### config.mk
export PLATFORM = sky130hd
export DESIGN_NAME = imem_preload_ctrl
export DESIGN_NICKNAME = d
export VERILOG_FILES = /design/src/rtl/imem_preload_pkg.sv /design/src/rtl/ipl_decode.sv /design/src/rtl/ipl_pointer.sv /design/src/rtl/ipl_wport.sv /design/src/rtl/imem_preload_ctrl.sv
export SDC_FILE = /design/constraint.sdc
export NUM_CORES = 1
export LEC_CHECK = 0
export ABC_AREA = 1
export BUFFER_PORTS_ARGS = -buffer_cell sky130_fd_sc_hd__buf_4
export CAP_MARGIN = 20
export CORE_MARGIN = 2
export CORE_UTILIZATION = 54
export DETAILED_ROUTE_END_ITERATION = 7
export PLACE_DENSITY = 0.95
export SLEW_MARGIN = 10
export SYNTH_ARGS = -nofsm -noshare
export SYNTH_HDL_FRONTEND = slang
export SYNTH_SLANG_ARGS = --single-unit
### constraint.sdc
create_clock -name clk -period 5.2 [get_ports clk]
set_clock_uncertainty 0.2 [all_clocks]
set_input_delay 0.52 -clock clk [delete_from_list [all_inputs] [get_ports clk]]
set_output_delay 0.52 -clock clk [all_outputs]
set_load 0.01 [all_outputs]
### src/rtl/imem_preload_pkg.sv
package imem_preload_pkg;
  localparam int unsigned BUS_DW  = 32;            // register bus data width
  localparam int unsigned REG_AW  = 10;            // register address width
  localparam int unsigned PTR_W   = 22;            // fill pointer width
  localparam int unsigned MEM_AW  = PTR_W - 1;     // shared bank address width
  localparam int unsigned PTR_LSB = 2;             // vector position of name bit 29
  localparam int unsigned NBANK   = 2;             // even and odd banks

  typedef logic [PTR_W-1:0] ptr_t;

  typedef enum logic [1:0] {
    ACC_NONE,
    ACC_PTR_WR,
    ACC_FILL_WR,
    ACC_PTR_RD
  } acc_e;
endpackage

### src/rtl/ipl_decode.sv
module ipl_decode
  import imem_preload_pkg::*;
#(
  parameter logic [REG_AW-1:0] PTR_ADDR  = '0,
  parameter logic [REG_AW-1:0] FILL_ADDR = '0
) (
  input  logic              req,
  input  logic              we,
  input  logic [REG_AW-1:0] addr,
  output acc_e              acc
);
  always_comb begin
    acc = ACC_NONE;
    if (req) begin
      if (addr == PTR_ADDR) begin
        acc = we ? ACC_PTR_WR : ACC_PTR_RD;
      end else if (addr == FILL_ADDR && we) begin
        acc = ACC_FILL_WR;
      end
    end
  end
endmodule

### src/rtl/ipl_pointer.sv
module ipl_pointer
  import imem_preload_pkg::*;
(
  input  logic clk,
  input  logic rst,
  input  logic load,
  input  ptr_t load_val,
  input  logic step,
  output ptr_t ptr
);
  // Increment wraps naturally from all ones to zero.
  always_ff @(posedge clk) begin
    if (rst) begin
      ptr <= '0;
    end else if (load) begin
      ptr <= load_val;
    end else if (step) begin
      ptr <= ptr + 1'b1;
    end
  end
endmodule

### src/rtl/ipl_wport.sv
module ipl_wport
  import imem_preload_pkg::*;
(
  input  logic              clk,
  input  logic              rst,
  input  logic              fill,
  input  ptr_t              ptr,
  input  logic [BUS_DW-1:0] wdata,
  output logic [MEM_AW-1:0] mem_addr,
  output logic [BUS_DW-1:0] mem_wdata,
  output logic [NBANK-1:0]  bank_we,
  output logic [NBANK-1:0]  bank_en
);
  localparam int unsigned SEL_W = $clog2(NBANK);

  logic [SEL_W-1:0] sel;
  assign sel = ptr[SEL_W-1:0];

  always_ff @(posedge clk) begin
    if (rst) begin
      mem_addr  <= '0;
      mem_wdata <= '0;
    end else if (fill) begin
      mem_addr  <= ptr[PTR_W-1:SEL_W];
      mem_wdata <= wdata;
    end
  end

  for (genvar b = 0; b < NBANK; b++) begin : g_bank
    always_ff @(posedge clk) begin
      if (rst) begin
        bank_we[b] <= 1'b0;
        bank_en[b] <= 1'b0;
      end else begin
        bank_we[b] <= fill && (sel == SEL_W'(b));
        bank_en[b] <= fill && (sel == SEL_W'(b));
      end
    end
  end
endmodule

### src/rtl/imem_preload_ctrl.sv
module imem_preload_ctrl
  import imem_preload_pkg::*;
#(
  parameter logic [REG_AW-1:0] INIT_REG_ADDR = 10'h0A0,
  parameter logic [REG_AW-1:0] FILL_REG_ADDR = 10'h0A1
) (
  input  logic              clk,
  input  logic              rst,
  input  logic              bus_req,
  input  logic              bus_we,
  input  logic [REG_AW-1:0] bus_addr,
  input  logic [BUS_DW-1:0] bus_wdata,
  output logic              bus_ack,
  output logic [BUS_DW-1:0] bus_rdata,
  output logic [MEM_AW-1:0] mem_addr,
  output logic [BUS_DW-1:0] mem_wdata,
  output logic              mem_we_even,
  output logic              mem_we_odd,
  output logic              mem_en_even,
  output logic              mem_en_odd
);
  localparam int unsigned HI_PAD = BUS_DW - PTR_W - PTR_LSB;

  acc_e             acc;
  ptr_t             ptr;
  logic [NBANK-1:0] bank_we;
  logic [NBANK-1:0] bank_en;
  logic [BUS_DW-1:0] ptr_view;

  ipl_decode #(.PTR_ADDR(INIT_REG_ADDR), .FILL_ADDR(FILL_REG_ADDR)) u_dec (
    .req (bus_req),
    .we  (bus_we),
    .addr(bus_addr),
    .acc (acc)
  );

  ipl_pointer u_ptr (
    .clk     (clk),
    .rst     (rst),
    .load    (acc == ACC_PTR_WR),
    .load_val(bus_wdata[PTR_LSB +: PTR_W]),
    .step    (acc == ACC_FILL_WR),
    .ptr     (ptr)
  );

  ipl_wport u_wp (
    .clk      (clk),
    .rst      (rst),
    .fill     (acc == ACC_FILL_WR),
    .ptr      (ptr),
    .wdata    (bus_wdata),
    .mem_addr (mem_addr),
    .mem_wdata(mem_wdata),
    .bank_we  (bank_we),
    .bank_en  (bank_en)
  );

  assign ptr_view = {{HI_PAD{1'b0}}, ptr, {PTR_LSB{1'b0}}};

  always_ff @(posedge clk) begin
    if (rst) begin
      bus_ack   <= 1'b0;
      bus_rdata <= '0;
    end else begin
      bus_ack   <= bus_req;
      bus_rdata <= (acc == ACC_PTR_RD) ? ptr_view : '0;
    end
  end

  assign mem_we_even = bank_we[0];
  assign mem_we_odd  = bank_we[1];
  assign mem_en_even = bank_en[0];
  assign mem_en_odd  = bank_en[1];
endmodule

* Word level (Yosys, flattened, before mapping)
Cells that the tools add are included.
** Word-level totals
- Bits in registers :: 110
- Input bits :: 46
- Output and inout bits :: 90
- Word-level logic and storage cells :: 27
** Cells by class
- Add/sub/neg operators :: 1
- Equal/unequal tests :: 5
- Multiplexer cells :: 6
- Bitwise operators :: 2
- Reductions and logical operators :: 5
** Operator list (number)
- $mux 22 :: 2
- $add 22x1->22 const B :: 1
- $eq 10x8->1 const B :: 2
- $mux 2 :: 4
- $eq 2x2->1 const B :: 2
- $logic_and 1x1->1 :: 3
- $eq 2x1->1 const B :: 1
- $not 1->1 :: 2
- $reduce_bool 2->1 :: 1
- $reduce_or 2->1 :: 1

* Logic depth before layout (Yosys ltp)
- Word-level depth :: 8
- Gate-level depth with buffers :: 13

* Hierarchy
A second synthesis with hierarchy kept.
** Unflattened totals
- Cells, all modules :: 672
- Area, all modules :: 4578.1 um^2
** By module, submodules not included
- ipl_wport :: instances 1, cells each 344, area each 2235.9 um^2
- ipl_pointer :: instances 1, cells each 217, area each 1428.9 um^2
- imem_preload_ctrl :: instances 1, cells each 88, area each 823.3 um^2
- ipl_decode :: instances 1, cells each 23, area each 90.1 um^2

* Worst setup path after synthesis
OpenSTA, ideal clock, no wires.
- Path kind :: input to register
- Start point :: input port bus_addr[1]
- End point :: register u_ptr.ptr[13]
- Arrival :: 2069 ps
- Data required time :: 4930 ps
- Setup slack :: 2861 ps
- Stages on the path :: 11
- Buffers on the path :: 2
- Cells stage by stage :: nor2_1 nand2_1 nor3b_1 o2111ai_1 inv_1 ha_1 buf_2 inv_1 clkbuf_1 o21ai_0 a21oi_1
** On the way
- Longest elaborated chain between the ends :: 7
** Ends and longest elaborated chain
- start, declared :: line imem_preload_ctrl.sv:11 : input logic [REG_AW-1:0] bus_addr,
- $eq 10x8->1 :: line ipl_decode.sv:17 : end else if (addr == FILL_ADDR && we) begin
- $logic_and 1x1->1 :: line ipl_decode.sv:17
- $mux 2 :: line ipl_decode.sv:17
- $mux 2 * :: line ipl_decode.sv:15 : if (addr == PTR_ADDR) begin
- $mux 2 * :: line ipl_decode.sv:14 : if (req) begin
- $eq 2x1->1 / $eq 2x2->1 (equally long branches) :: line imem_preload_ctrl.sv:40, imem_preload_ctrl.sv:42
- $mux 22 / $reduce_bool 2->1 (equally long branches)
- end signal, assigned :: line ipl_pointer.sv:16 : ptr <= load_val;
- end signal, assigned :: line ipl_pointer.sv:18 : ptr <= ptr + 1'b1;
- end, declared :: line ipl_pointer.sv:9 : output ptr_t ptr
Mark *: on every way between the ends. The rest lies on a longest branch, timed or not.
A chain may end at the register's enable or synchronous reset.

* Worst setup path in the final report
- Start point :: input port bus_addr[1]
- End point :: register u_wp.mem_addr[2]
** On the way
- Longest elaborated chain between the ends :: 6
** Ends and longest elaborated chain
- $eq 10x8->1 :: line ipl_decode.sv:17
- $logic_and 1x1->1 :: line ipl_decode.sv:17
- $mux 2 :: line ipl_decode.sv:17
- $mux 2 * :: line ipl_decode.sv:15
- $mux 2 * :: line ipl_decode.sv:14
- $eq 2x2->1 * :: line imem_preload_ctrl.sv:49 : .fill (acc == ACC_FILL_WR),
- end signal, assigned :: line ipl_wport.sv:24 : mem_addr <= ptr[PTR_W-1:SEL_W];
- end, declared :: line ipl_wport.sv:9 : output logic [MEM_AW-1:0] mem_addr,
Marked as above.

==> metrics.md <==
| Metric | Value |
|---|---|
| Status | finished clean |
| Layout cell share with drive strength beyond 1 | 24.9% |
| Most common cell on crit path | buf_4 |
| Adder-Cell Fraction of Synth Area | 1.23% |
| Worst path arrival time | 2.79 ns |
| Routed wire length | 10700 um |
| Total Routing Usage GR | 25.1% |
| # IOs | 136 |
| Largest net degree at the start of global routing | 65 |
| CP Max Fanout | 42 |
| Mapped cell area | 4080 um^2 |
| Final Core Density | 71.2% |
| Worst relative slew slack | 35.0% |
| Most used DFF post-synth | dfxtp_1 |
| Worst-Margin Slew | 0.974 ns |
| Worst IR drop on VDD | 0.153 mV |
| Largest family of logic cells by synthesized area | simple AND/OR/NAND/NOR gates |
| Post-route setup slack | 2.50 ns |
| Pins Over Slew Limit | 0 |
| Crit path cell chain | buf_4, nor2_1, nand2_1, nor3b_1, o2111ai_1, inv_1, ha_2, buf_4, o21ai_0, a21oi_1 |
| # port buffers | 125 |
| Synth Area in Simple Gates | 20.2% |
| Synth cell types | 31 |
| Fmax | 371 MHz |
| Crit end category | flip-flop |
| Dpl ws | 2.15 ns |
| Tmin final | 2.70 ns |
| Die ar. | 8270 um^2 |
| Initial DRT Pass Iterations | 6 |
| CP peak stage delay | 0.59 ns |
| Yosys warns | 0 |
| Core ar. | 7290 um^2 |
| Total CTS buffers | 9 |
| Filler cells | 588 |
| Critical path type | input port to flip-flop |
| Final setup violation count | 0 |
| Sequential fraction of the synthesis area | 49.0% |
| CP required | 5.29 ns |
| Max Cap Viol | 0 |
| Post-CTS sizing | 0 |
| Leak | 2.35 nW |
| Post-synth EDFFs | 0 |
| Final GP Congestion | 0.912 |
| Clock Path Buffers | 2 |
| Hold crit path type | input port to flip-flop |
| CTS root buffer | clkbuf_8 |
| Vias in the first global route | 3695 |
| Vias per inst | 5.35 |
| ANT nets after route | 0 |
| Die X | 91.0 um |
| Register bit count reported by yosys | 100 |
| Starting Density | 56.0% |
| Asr flop ratio synth | 0% |
| DRC | 0 |
| Clk slew on worst S/H paths | 0.10 ns |
| Via Count | 3985 |
| Final Hold Fails | 0 |
| Post CTS Setup Buffer Count | 0 |
| CP Launch Type | input port |
| H-tree Lvls | 3 |
| Compound-Gate Fraction of Synth Area | 19.2% |
| Slowest-stage cell, CP | ha_2 |
| Syn Inst Count | 537 |
| Pwr Density | 263 nW/um^2 |
| Post-Synth XOR/XNOR Area | 0.429% |
| Nets | 692 |
| Initial antenna violation count | 0 |
| Post-synthesis area per instance | 7.60 um^2 |
| Mux cell area share after synthesis | 0% |
| WL/cell | 14.3 um |
| Number of hold buffers added after CTS | 0 |
| RSZ-0062 raised after global routing | false |
| Grt total ovfl | 0 |
| Clk sink count | 100 |
| DPL Wire Length | 7640 um |
| Clk_lat worst skew | 0.36 ns |
| First-pass GRT wire length | 16900 um |
| 1st-iter DRT viols | 354 |
| Area grow syn2layout | 27.2% |
| CTS tree | done |
| N_diodes | 0 |
| Final period util | 51.8% |
| TNS Setup | 0 ns |
| FP Rows | 31 |
| Chip height | 91.0 um |
-- through the flow --
stage | power [W] | area, um^2 | instances | hold WS, ns
floorplan | 0.000805 | 4120 | 546 | 0.252
global placement | 0.000833 | 4970 | 730 | 0.278
detailed placement | 0.000834 | 4970 | 730 | 0.287
CTS | 0.00137 | 5190 | 745 | 0.168
global route | 0.00140 | 5190 | 745 | 0.172
finish | 0.00137 | 5190 | 745 | 0.176
-- cell usage in the layout (no fill, tap or decap), types with 3 or more instances in the layout --
| cell type | count |
|---|---|
| a211oi_1 | 3 |
| conb_1 | 10 |
| nand2_1 | 63 |
| nand2_2 | 3 |
| clkbuf_8 | 10 |
| nor2_1 | 89 |
| a21oi_2 | 3 |
| dfxtp_1 | 100 |
| a21oi_1 | 63 |
| a221oi_1 | 3 |
| ha_1 | 3 |
| nor2_2 | 6 |
| nand3_1 | 26 |
| o21ai_0 | 72 |
| buf_4 | 127 |
| inv_1 | 42 |
-- metal layers --
layer  GRT usage (%)  wire, um  vias to the layer above
met1            28.7      4180                     1823
met3            5.48       773                       25
met2            44.8      5390                      209
met4            11.2       323                        0
met5               0         0                        -
li1                -         -                     1928
-- layout make-up --
class	instances	area (um^2)	share of cell area, %
clock buffers	10	138	2.65
multi-input cells	359	1720	33.1
well taps	99	124	2.39
clock inverters	5	85.1	1.64
repair buffers	127	953	18.4
flip-flops and latches	100	2000	38.6
inverters	45	174	3.35
-- critical path, delay by kind of cell --
kind,cells,cell delay [ns]
compound gates,3,0.55
simple gates,3,0.39
fa+ha+maj,1,0.59
buf+inv,3,0.68
-- state kept, by name, indices dropped and copies added (netlist names) --
register / flops
u_ptr.ptr: 22
u_wp.mem_addr: 21
bus_rdata: 22
u_wp.mem_wdata: 32
u_wp.bank_we: 2
bus_ack: 1
-- kinds of logic after synthesis --
group,count (synthesis)
buf+inv,87
other cells,1
fa+ha+maj,4
xor+xnor,2
simple gates,194
compound gates,149
flops,100
-- synth_stat cells, types with 2 or more instances --
| master | n | area share (%) |
|---|---|---|
| nor2_2 | 6 | 0.92 |
| clkbuf_1 | 17 | 1.6 |
| nor3_1 | 2 | 0.25 |
| nand2_2 | 3 | 0.46 |
| ha_1 | 4 | 1.2 |
| a221oi_1 | 3 | 0.64 |
| a21oi_2 | 3 | 0.64 |
| nand3_1 | 26 | 3.2 |
| inv_1 | 42 | 3.9 |
| dfxtp_1 | 100 | 49 |
| o21ai_0 | 72 | 8.8 |
| nor2_4 | 2 | 0.55 |
| buf_2 | 7 | 0.86 |
| buf_1 | 2 | 0.18 |
| buf_4 | 16 | 2.9 |
| xor2_1 | 2 | 0.43 |
| inv_2 | 2 | 0.18 |
| nand2_1 | 63 | 5.8 |
| nor2_1 | 89 | 8.2 |
| a211oi_1 | 3 | 0.55 |
| a21oi_1 | 63 | 7.7 |
-- where the power goes --
group	total [W]	switching, W	leakage (nW)	internal, W
Combinational	0.0000506	0.0000251	1.44	0.0000256
Sequential	0.000766	0.000000481	0.805	0.000766
Clock	0.000549	0.000265	0.109	0.000284
Total	0.00137	0.000290	2.35	0.00108
-- worst paths after layout --
kind	startpoint	end	slack (ns)	depth (start not counted)
max reg2reg	u_ptr.ptr[0]	u_ptr.ptr[18]	3.40	10
min reg2reg	u_wp.mem_wdata[28]	u_wp.mem_wdata[28]	0.30	2
max	bus_addr[1]	u_wp.mem_addr[2]	2.50	10
min	bus_wdata[28]	u_wp.mem_wdata[28]	0.18	3
(Power assumes the default switching activity.)
